===== config.mk =====
export PLATFORM = sky130hd
export DESIGN_NAME = qirq_selector
export DESIGN_NICKNAME = d
export VERILOG_FILES = /design/src/rtl/qirq_pkg.sv /design/src/rtl/qirq_cond_sel.sv /design/src/rtl/qirq_bank.sv /design/src/rtl/qirq_selector.sv
export SDC_FILE = /design/constraint.sdc
export NUM_CORES = 1
export LEC_CHECK = 0
export ABC_AREA = 0
export BUFFER_PORTS_ARGS = -buffer_cell sky130_fd_sc_hd__buf_2
export CORE_ASPECT_RATIO = 1.2
export CORE_MARGIN = 2
export CORE_UTILIZATION = 40
export DETAILED_ROUTE_END_ITERATION = 6
export GPL_TIMING_DRIVEN = 0
export SLEW_MARGIN = 5
export SYNTH_ARGS = -nofsm -noshare
export SYNTH_HDL_FRONTEND = slang
export SYNTH_SLANG_ARGS = --single-unit

===== constraint.sdc =====
create_clock -name clk_i -period 1.4 [get_ports clk_i]
set_input_delay 0.07 -clock clk_i [delete_from_list [all_inputs] [get_ports clk_i]]
set_output_delay 0.07 -clock clk_i [all_outputs]
set_load 0.03 [all_outputs]

===== src/rtl/qirq_pkg.sv =====
`timescale 1ns/1ps
package qirq_pkg;
    localparam int FLAGS_PER_Q = 4;
    localparam int SLOT_W      = 4;
    localparam int FIELD_W     = 3;
    localparam int SRC_REGS    = 4;
    localparam int ADDR_W      = 3;

    localparam logic [ADDR_W-1:0] ADR_EN_LO = 3'd4;
    localparam logic [ADDR_W-1:0] ADR_EN_HI = 3'd5;
    localparam logic [ADDR_W-1:0] ADR_ST_LO = 3'd6;
    localparam logic [ADDR_W-1:0] ADR_ST_HI = 3'd7;

    typedef struct packed {
        logic       inv;
        logic [1:0] sel;
    } src_field_t;
endpackage


===== src/rtl/qirq_cond_sel.sv =====
`timescale 1ns/1ps
module qirq_cond_sel
    import qirq_pkg::*;
#(
    parameter int NQ = 32
) (
    input  logic [NQ*FLAGS_PER_Q-1:0] flags_i,
    input  src_field_t [NQ-1:0]       src_i,
    output logic [NQ-1:0]             cond_o
);
    for (genvar q = 0; q < NQ; q++) begin : g_q
        logic [FLAGS_PER_Q-1:0] fl;
        assign fl        = flags_i[q*FLAGS_PER_Q +: FLAGS_PER_Q];
        assign cond_o[q] = fl[src_i[q].sel] ^ src_i[q].inv;
    end
endmodule


===== src/rtl/qirq_bank.sv =====
`timescale 1ns/1ps
module qirq_bank #(
    parameter int W = 32
) (
    input  logic         clk_i,
    input  logic         rst_ni,
    input  logic         en_wr_i,
    input  logic         clr_wr_i,
    input  logic [W-1:0] wdata_i,
    input  logic [W-1:0] cond_i,
    output logic [W-1:0] en_o,
    output logic [W-1:0] pend_o,
    output logic         irq_o
);
    typedef struct packed {
        logic [W-1:0] en;
        logic [W-1:0] pend;
        logic [W-1:0] prev;
    } bank_t;

    bank_t bank_d, bank_q;

    always_comb begin
        logic [W-1:0] rise;
        logic [W-1:0] clr;
        bank_d      = bank_q;
        rise        = cond_i & ~bank_q.prev;
        clr         = clr_wr_i ? wdata_i : '0;
        bank_d.en   = en_wr_i ? wdata_i : bank_q.en;
        bank_d.pend = ((bank_q.pend & ~clr) | (rise & bank_q.en)) & bank_d.en;
        bank_d.prev = cond_i;
    end

    always_ff @(posedge clk_i) begin
        if (!rst_ni) bank_q <= '0;
        else         bank_q <= bank_d;
    end

    assign en_o   = bank_q.en;
    assign pend_o = bank_q.pend;
    assign irq_o  = |bank_q.pend;


    pend_in_en_chk: assert property (@(posedge clk_i) disable iff (!rst_ni)
        (bank_q.pend & ~bank_q.en) == '0);

    set_needs_cond_chk: assert property (@(posedge clk_i) disable iff (!rst_ni)
        ((bank_q.pend & ~$past(bank_q.pend)) & ~$past(cond_i & bank_q.en)) == '0);

    clear_takes_chk: assert property (@(posedge clk_i) disable iff (!rst_ni)
        clr_wr_i |=> (bank_q.pend & $past(wdata_i) & ~$past(cond_i)) == '0);

    irq_rise_chk: assert property (@(posedge clk_i) disable iff (!rst_ni)
        $rose(irq_o) |-> $past(|(cond_i & bank_q.en)));
endmodule


===== src/rtl/qirq_selector.sv =====
`timescale 1ns/1ps
module qirq_selector
    import qirq_pkg::*;
#(
    parameter int HALF_Q = 32
) (
    input  logic                        clk_i,
    input  logic                        rst_ni,
    input  logic                        wr_en_i,
    input  logic [2:0]                  wr_addr_i,
    input  logic [HALF_Q-1:0]           wr_data_i,
    input  logic [2:0]                  rd_addr_i,
    output logic [HALF_Q-1:0]           rd_data_o,
    input  logic [HALF_Q*4-1:0]         lo_flags_i,
    input  logic [HALF_Q-1:0]           hi_near_empty_i,
    output logic [1:0]                  irq_o
);
    localparam int QPR   = HALF_Q / SLOT_W;
    localparam int SEL_W = $clog2(SRC_REGS);
    localparam logic [HALF_Q-1:0] RSV_MASK = {QPR{4'b1000}};

    typedef struct packed {
        src_field_t [HALF_Q-1:0] src;
    } cfg_t;

    cfg_t cfg_d, cfg_q;
    src_field_t [HALF_Q-1:0] src_next;
    logic [SRC_REGS-1:0][HALF_Q-1:0] src_words;
    logic [1:0][HALF_Q-1:0] cond, en, pend;

    for (genvar q = 0; q < HALF_Q; q++) begin : g_src
        localparam logic [ADDR_W-1:0] REG_IDX = ADDR_W'(q / QPR);
        assign src_next[q] = (wr_en_i && wr_addr_i == REG_IDX)
                           ? src_field_t'(wr_data_i[(q % QPR)*SLOT_W +: FIELD_W])
                           : cfg_q.src[q];
        assign src_words[q / QPR][(q % QPR)*SLOT_W +: SLOT_W] = {1'b0, cfg_q.src[q]};
    end

    always_comb begin
        cfg_d     = cfg_q;
        cfg_d.src = src_next;
    end

    always_ff @(posedge clk_i) begin
        if (!rst_ni) cfg_q <= '0;
        else         cfg_q <= cfg_d;
    end

    qirq_cond_sel #(.NQ(HALF_Q)) i_cond_lo (
        .flags_i (lo_flags_i),
        .src_i   (cfg_q.src),
        .cond_o  (cond[0])
    );
    assign cond[1] = ~hi_near_empty_i;

    for (genvar h = 0; h < 2; h++) begin : g_half
        localparam logic [ADDR_W-1:0] EN_ADR = ADR_EN_LO + ADDR_W'(h);
        localparam logic [ADDR_W-1:0] ST_ADR = ADR_ST_LO + ADDR_W'(h);
        qirq_bank #(.W(HALF_Q)) i_bank (
            .clk_i    (clk_i),
            .rst_ni   (rst_ni),
            .en_wr_i  (wr_en_i && wr_addr_i == EN_ADR),
            .clr_wr_i (wr_en_i && wr_addr_i == ST_ADR),
            .wdata_i  (wr_data_i),
            .cond_i   (cond[h]),
            .en_o     (en[h]),
            .pend_o   (pend[h]),
            .irq_o    (irq_o[h])
        );
    end

    always_comb begin
        case (rd_addr_i)
            ADR_EN_LO: rd_data_o = en[0];
            ADR_EN_HI: rd_data_o = en[1];
            ADR_ST_LO: rd_data_o = pend[0];
            ADR_ST_HI: rd_data_o = pend[1];
            default:   rd_data_o = src_words[rd_addr_i[SEL_W-1:0]];
        endcase
    end


    rsv_zero_chk: assert property (@(posedge clk_i) disable iff (!rst_ni)
        (rd_addr_i < ADR_EN_LO) |-> (rd_data_o & RSV_MASK) == '0);
endmodule


==> reports/qor.yml, run 1 <==
die:
  initial_utilization_pct: 40.56
  die_h_um: 207.6
  num_io_pins: 235
  dieWidth_um: 173.7
  rows: 74
  core_area_um2: 34070
  die-area_um2: 36060
sta:
  min_period_over_period_pct: 150.5
  worst_slew_pin_slew_ns: 1.194
  hold_violations: 0
  setup_viol_count_final: 71
  rsz0062_at_grt: "true"
  fmax_mhz: 474.5
  maxSlewHeadroom_pct: 20.39
  fin_skew_ns: 0.02632
  min_period_ns: 2.108
  postLayoutSetupSlackWorst_ns: -0.7076
  slew_violations: 0
yosys:
  synth_area_leader_cell: "dfxtp_1"
  yosysWarnings: 0
  netlist_area_um2: 13820
  synth-main-ff-cell: "dfxtp_1"
  ys_seq_area_share_pct: 41.72
  synth_area_leaders: "dfxtp_1 42%, mux4_2 14%, nand2_1 9.4%"
  synth_top_family_by_area: "multiplexers"
  avgSynthCellArea_um2: 9.485
  async_reset_ff_share_pct: 0
  yosysTopAreaCellShare_pct: 41.72
  synth-edff-count: 0
  synth_commonest_cells: "345 x nand2_1, 288 x dfxtp_1, 128 x a21oi_1"
  synthSimpleGateAreaFrac_pct: 14.73
  synth.area.mux_share_pct: 19.80
  synth_xor_area_share_pct: 2.028
  synth_nets: 1658
  synth_compound_area_share_pct: 14.27
  yosysUniqueCellTypes: 34
  synth.most_common_cell: "nand2_1"
  yosys.area_share.adder_pct: 0
  synthCells: 1457
  synth_seq_cells: 288
clock_tree:
  cts_buffer_depth: 3
  clock_latency_ns: 0.58
  cts-htree-levels: 1
  ctsRootBufferMaster: "clkbuf_16"
  cts_sinks: 288
  cts_tree: "built"
  clk_pin_slew_worst_paths_ns: 0.06
  cts_made_buffers: 31
setup_path:
  worstPathArrival_ns: 2.04
  crit_path_start_kind: "register"
  cp-end-kind: "output port"
  crit_fanout: 3
  path_class: "reg -> out"
  required_ns: 1.33
global_routing:
  overflow: 0
  grt_pass1_vias: 12990
  grt_max_degree: 15
  grt_usage_pct: 29.79
  antenna_found_initial: 0
  grt_pass1_wl_um: 80590
placed_design:
  port_buffers: 207
  dp_cells: 2120
  gp_congestion: 0.9245
  dp_hpwl_um: 39140
pwr:
  finalPower_uw: 19200
  power_density_nw_per_um2: 1023
  p_leak_uw: 0.007403
  ir_drop_v: 0.0008435
detailed_routing:
  wl_um: 55230
  drt_pass1_iterations: 5
  via_per_inst: 5.742
  drc: 0
  vias: 13200
  wl_per_cell_um: 24.02
  ant_nets: 0
  drt_iter0_drc: 1501
run_status:
  status: "finished, violations left"
  failed_checks: "negative setup slack"
final_layout:
  drive_gt1_share_pct: 41.78
  fin_util_pct: 55.07
  nNetsFinal: 2025
  synthToLayoutAreaGrowth_pct: 35.77
  n_antenna_cell: 0
  fin_cells: 2299
  fillerInstances: 3062
worst_hold_path:
  hold_path.class: "in -> reg"
job:
  maxCapViolCount: 0
## metal layers
metal	global-route usage, %	vias up	share of wire (%)
met5	0	-	0
li1	-	5816	-
met2	49.14	799	46
met4	16.23	0	6.2
met1	37.62	6401	38
met3	4.451	184	9.4
## placed cells by master (no fill, tap or decap), types with 54 or more instances in the layout
cell type	n
mux4_2	88
a21oi_1	128
nor2_1	88
dlygate4sd3_1	64
dfxtp_2	78
dfxtp_1	169
o21ai_0	64
nand2_1	345
mux2_4	54
buf_6	67
buf_2	233
inv_1	96
## power breakdown
group	internal (uW)	switching [uW]	total (uW)
Clock	4720	3500	8220
Sequential	8360	120	8480
Combinational	1080	1410	2500
## per-stage QoR
stage | setup TNS (ns) | area [um2] | hold WS [ns] | worst slack, ns
final | -18.80 | 18760 | 0.02590 | -0.7076
after global routing | -19.71 | 18760 | 0.05271 | -0.6781
after CTS | -17.84 | 18550 | 0.02082 | -0.6989
after detailed placement | -84.69 | 15430 | 0.2430 | -0.6229
after global placement | -77.84 | 15430 | 0.2395 | -0.6379
after floorplan | 0 | 13820 | 0.1424 | 0.08794
## cell families after synthesis
kind of cell / after synthesis
muxes: 144
AOI/OAI and AO/OA: 288
xor gates and xnor gates: 32
DFF: 288
buffers and inverters: 220
and+or+nand+nor: 485
## worst max-delay path, cell delays in order (launching register included)
cell	delay [ns]
dfxtp_4	0.37
nor4_4	0.31
nand4_1	0.32
or2_4	0.34
buf_6	0.14
## cell type report
cell class	instances	area, um2	area share (%)
Timing Repair Buffer	336	2472	13.18
Clock inverter	6	60.06	0.3201
Multi-Input combinational cell	949	7687	40.97
Inverter	97	364.1	1.941
Tap cell	456	570.5	3.041
Buffer	121	659.4	3.514
Sequential cell	288	6017	32.07
Clock buffer	46	932.1	4.968
## flip-flops by register name (all words and copies together), names as in the netlist
| register | cells |
|---|---|
| cfg_q | 96 |
| g_half.i_bank.bank_q | 64 |
| g_half.i_bank.en_o | 64 |
| g_half.i_bank.pend_o | 64 |
## worst paths after layout
| path | from | end | slack, ns | depth (start not counted) |
|---|---|---|---|---|
| worst max register to register | cfg_q[42] | g_half[0].i_bank.pend_o[14] | -0.20 | 4 |
| worst min-delay path | lo_flags_i[80] | g_half[0].i_bank.bank_q[20] | 0.03 | 4 |
| worst max-delay path | g_half[1].i_bank.pend_o[25] | irq_o[1] | -0.71 | 4 |
| worst min register to register | cfg_q[93] | cfg_q[93] | 0.48 | 2 |
## timing repair
action,4_1_cts,5_1_grt
pin swaps,13,20
hold endpoints to repair,244,0
endpoints found under the setup margin,93,92
hold buffers,64,0
gates cloned,0,0
resized for setup,319,42
setup buffers,51,20
Note: power is estimated with default switching activity, not from simulation.
==> inputs of run 2 (changes only) <==
Settings changed: PLACE_DENSITY_LB_ADDON set to 0.3, SETUP_SLACK_MARGIN set to 0.4.
==> run 2 against run 1 <==
Clock-buffer cell count is 7 lower. Hold slack better by 0.0037 ns. The flow still finishes with violations (negative setup slack). Worst setup slack improved by 0.014 ns. Combinational power up 5%. Highest routed layer unchanged. Routed wire length is 3.5% lower. Register-to-register slack got worse by 0.04 ns. Largest cell class unchanged. Via count is 1.6% lower. Core utilization up 1.8 points. Global-route usage down 1.1 points. First-iteration DRC count down 23%.
==> reports/qor.yml, run 2 (synthesis results as in run 1) <==
placed_design:
  dp_hpwl_um: 38980  # was 39140 um
  gp_congestion: 0.9722  # was 0.9245
  placed_area_um2: 16190  # was 15430 um2
  dp_cells: 2120  # unchanged
  port_buffers: 207  # unchanged
final_layout:
  largest_reg_flops: 96  # unchanged
  drive_gt1_share_pct: 46.85  # was 41.78%
  mostFrequentLayoutCells: "315 x nand2_1, 218 x buf_2, 164 x dfxtp_1"  # was 345 x nand2_1, 233 x buf_2, 169 x dfxtp_1
  synthToLayoutAreaGrowth_pct: 40.28  # was 35.77%
  top_register: "cfg_q"  # unchanged
  final_common_cell: "nand2_1"  # unchanged
  final_cell_area_um2: 19390  # was 18760 um2
  nNetsFinal: 2037  # was 2025
  fin_cells: 2318  # was 2299
global_routing:
  grt_pass1_wl_um: 78370  # was 80590 um
  antenna_found_initial: 2  # was 0
  overflow: 0  # unchanged
  grt_max_degree: 15  # unchanged
  grt_usage_pct: 28.73  # was 29.79%
  grt_pass1_vias: 12900  # was 12990
job:
  maxCapViolCount: 0  # unchanged
clock_tree:
  clk_pin_slew_worst_paths_ns: 0.07  # was 0.06 ns
  cts-htree-levels: 1  # unchanged
  cts_buffer_depth: 3  # unchanged
  clock_latency_ns: 0.57  # was 0.58 ns
  cts_tree: "built"  # unchanged
  cts_sinks: 288  # unchanged
  ctsRootBufferMaster: "clkbuf_16"  # unchanged
  cts_made_buffers: 29  # was 31
die:
  rows: 74  # unchanged
  core_area_um2: 34070  # unchanged
  die_h_um: 207.6  # unchanged
  initial_utilization_pct: 40.56  # unchanged
  num_io_pins: 235  # unchanged
  dieWidth_um: 173.7  # unchanged
  die-area_um2: 36060  # unchanged
pwr:
  p_leak_uw: 0.007730  # was 0.007403 uW
  power_density_nw_per_um2: 999.9  # was 1023 nW/um2
  ir_drop_v: 0.0007179  # was 0.0008435 V
setup_path:
  path_class: "reg -> out"  # unchanged
  cp-end-kind: "output port"  # unchanged
  rr_endpoint: "g_half[0].i_bank.pend_o[28]"  # was g_half[0].i_bank.pend_o[14]
  reg2reg_depth: 5  # was 4
  worstPathArrival_ns: 2.02  # was 2.04 ns
  r2r-start: "cfg_q[84]"  # was cfg_q[42]
  required_ns: 1.33  # about the same
  crit_fanout: 2  # was 3
  crit_path_start_kind: "register"  # unchanged
  r2r_slack_ns: -0.24  # was -0.20 ns
detailed_routing:
  via_per_inst: 5.604  # was 5.742
  wl_um: 53290  # was 55230 um
  drt_pass1_iterations: 5  # unchanged
  ant_nets: 0  # unchanged
  wl_per_cell_um: 22.99  # was 24.02 um
  drt_iter0_drc: 1162  # was 1501
  vias: 12990  # was 13200
  drc: 0  # unchanged
worst_hold_path:
  min_from: "lo_flags_i[86]"  # was lo_flags_i[80]
  hold_depth: 4  # unchanged
  hold_path.class: "in -> reg"  # unchanged
  hold_end: "g_half[0].i_bank.bank_q[21]"  # was g_half[0].i_bank.bank_q[20]
sta:
  min_period_ns: 2.093  # was 2.108 ns
  maxSlewHeadroom_pct: 20.39  # about the same
  rsz0062_at_grt: "true"  # unchanged
  postLayoutSetupSlackWorst_ns: -0.6934  # was -0.7076 ns
  slew_violations: 0  # unchanged
  min_period_over_period_pct: 149.5  # was 150.5%
  fmax_mhz: 477.7  # was 474.5 MHz
  fin_skew_ns: 0.01641  # was 0.02632 ns
  setup_viol_count_final: 82  # was 71
  hold_violations: 0  # unchanged
  worst_slew_pin_slew_ns: 1.194  # about the same
run_status:
  failed_checks: "negative setup slack"  # unchanged
  status: "finished, violations left"  # unchanged
run 2: cell count changes in the layout (fill, tap and decap cells not counted), sizes merged:
cell	previous run	this run
buf	354	364
diode	0	3
bufinv	1	4
inv	97	98
clkbuf	85	82
clkinvlp	2	0
clkinv	3	10
run 2: timing repair:
item	CTS	global route
hold endpoints to repair	232	0
gates resized for setup	237	37
pin swaps	11	9
hold buffers	64	0
setup buffers	58	19
endpoints found under the setup margin	107	149
cloned	0	0
run 2: worst max-delay path: stages (launching register included):
cell     delay [ns]
dfxtp_2        0.34
nor4_4         0.37
nand4_1        0.21
or2_4          0.28
buf_6          0.11
buf_6          0.12
run 2: area by class of cell:
| class | count | area [um2] |
|---|---|---|
| Antenna cell | 3 | 7.507 |
| Buffer | 123 | 863.3 |
| Clock buffer | 39 | 813.3 |
| Clock inverter | 15 | 182.7 |
| Fill cell | 2973 | 14690 |
| Inverter | 97 | 364.1 |
| Multi-Input combinational cell | 949 | 8009 |
| Sequential cell | 288 | 5996 |
| Tap cell | 456 | 570.5 |
| Timing Repair Buffer | 348 | 2580 |
run 2: worst max-delay path by stage:
stage	slack, ns	cells past startpoint	from	endpoint
global route	-0.73	5	g_half[0].i_bank.pend_o[12]	irq_o[0]
global placement	-0.56	5	g_half[1].i_bank.pend_o[15]	irq_o[1]
floorplan	0.19	4	rd_addr_i[1]	rd_data_o[10]
detailed placement	-0.53	5	g_half[1].i_bank.pend_o[15]	irq_o[1]
finish	-0.69	5	g_half[0].i_bank.pend_o[12]	irq_o[0]
CTS	-0.69	5	g_half[1].i_bank.pend_o[12]	irq_o[1]
run 2: layer usage:
metal | share of wire [%] | GRT usage [%] | vias to the layer above
met2 | 47 | 47.49 | 720
met4 | 6.1 | 17.04 | 0
li1 | - | - | 5836
met5 | 0 | 0 | -
met1 | 38 | 35.47 | 6266
met3 | 8.3 | 4.597 | 169
run 2: where the power goes:
part           internal, uW  total [uW]  switching (uW)
combinational          1170        2620            1450
sequential             8370        8490             119
clock                  4810        8270            3460
run 2: stage by stage:
stage / setup slack (ns) / TNS [ns] / hold WS, ns / util, % / power, uW
2_1_floorplan: 0.1914 / 0 / 0.1424 / - / 10000
3_3_place_gp: -0.5573 / -21.32 / 0.2434 / 47.51 / 10860
3_5_place_dp: -0.5268 / -24.45 / 0.2452 / 47.51 / 10900
4_1_cts: -0.6863 / -19.10 / -0.007856 / 56.14 / 19330
5_1_grt: -0.7302 / -22.45 / 0.03862 / 56.89 / 19870
6_report: -0.6934 / -20.77 / 0.02956 / 56.90 / 19380
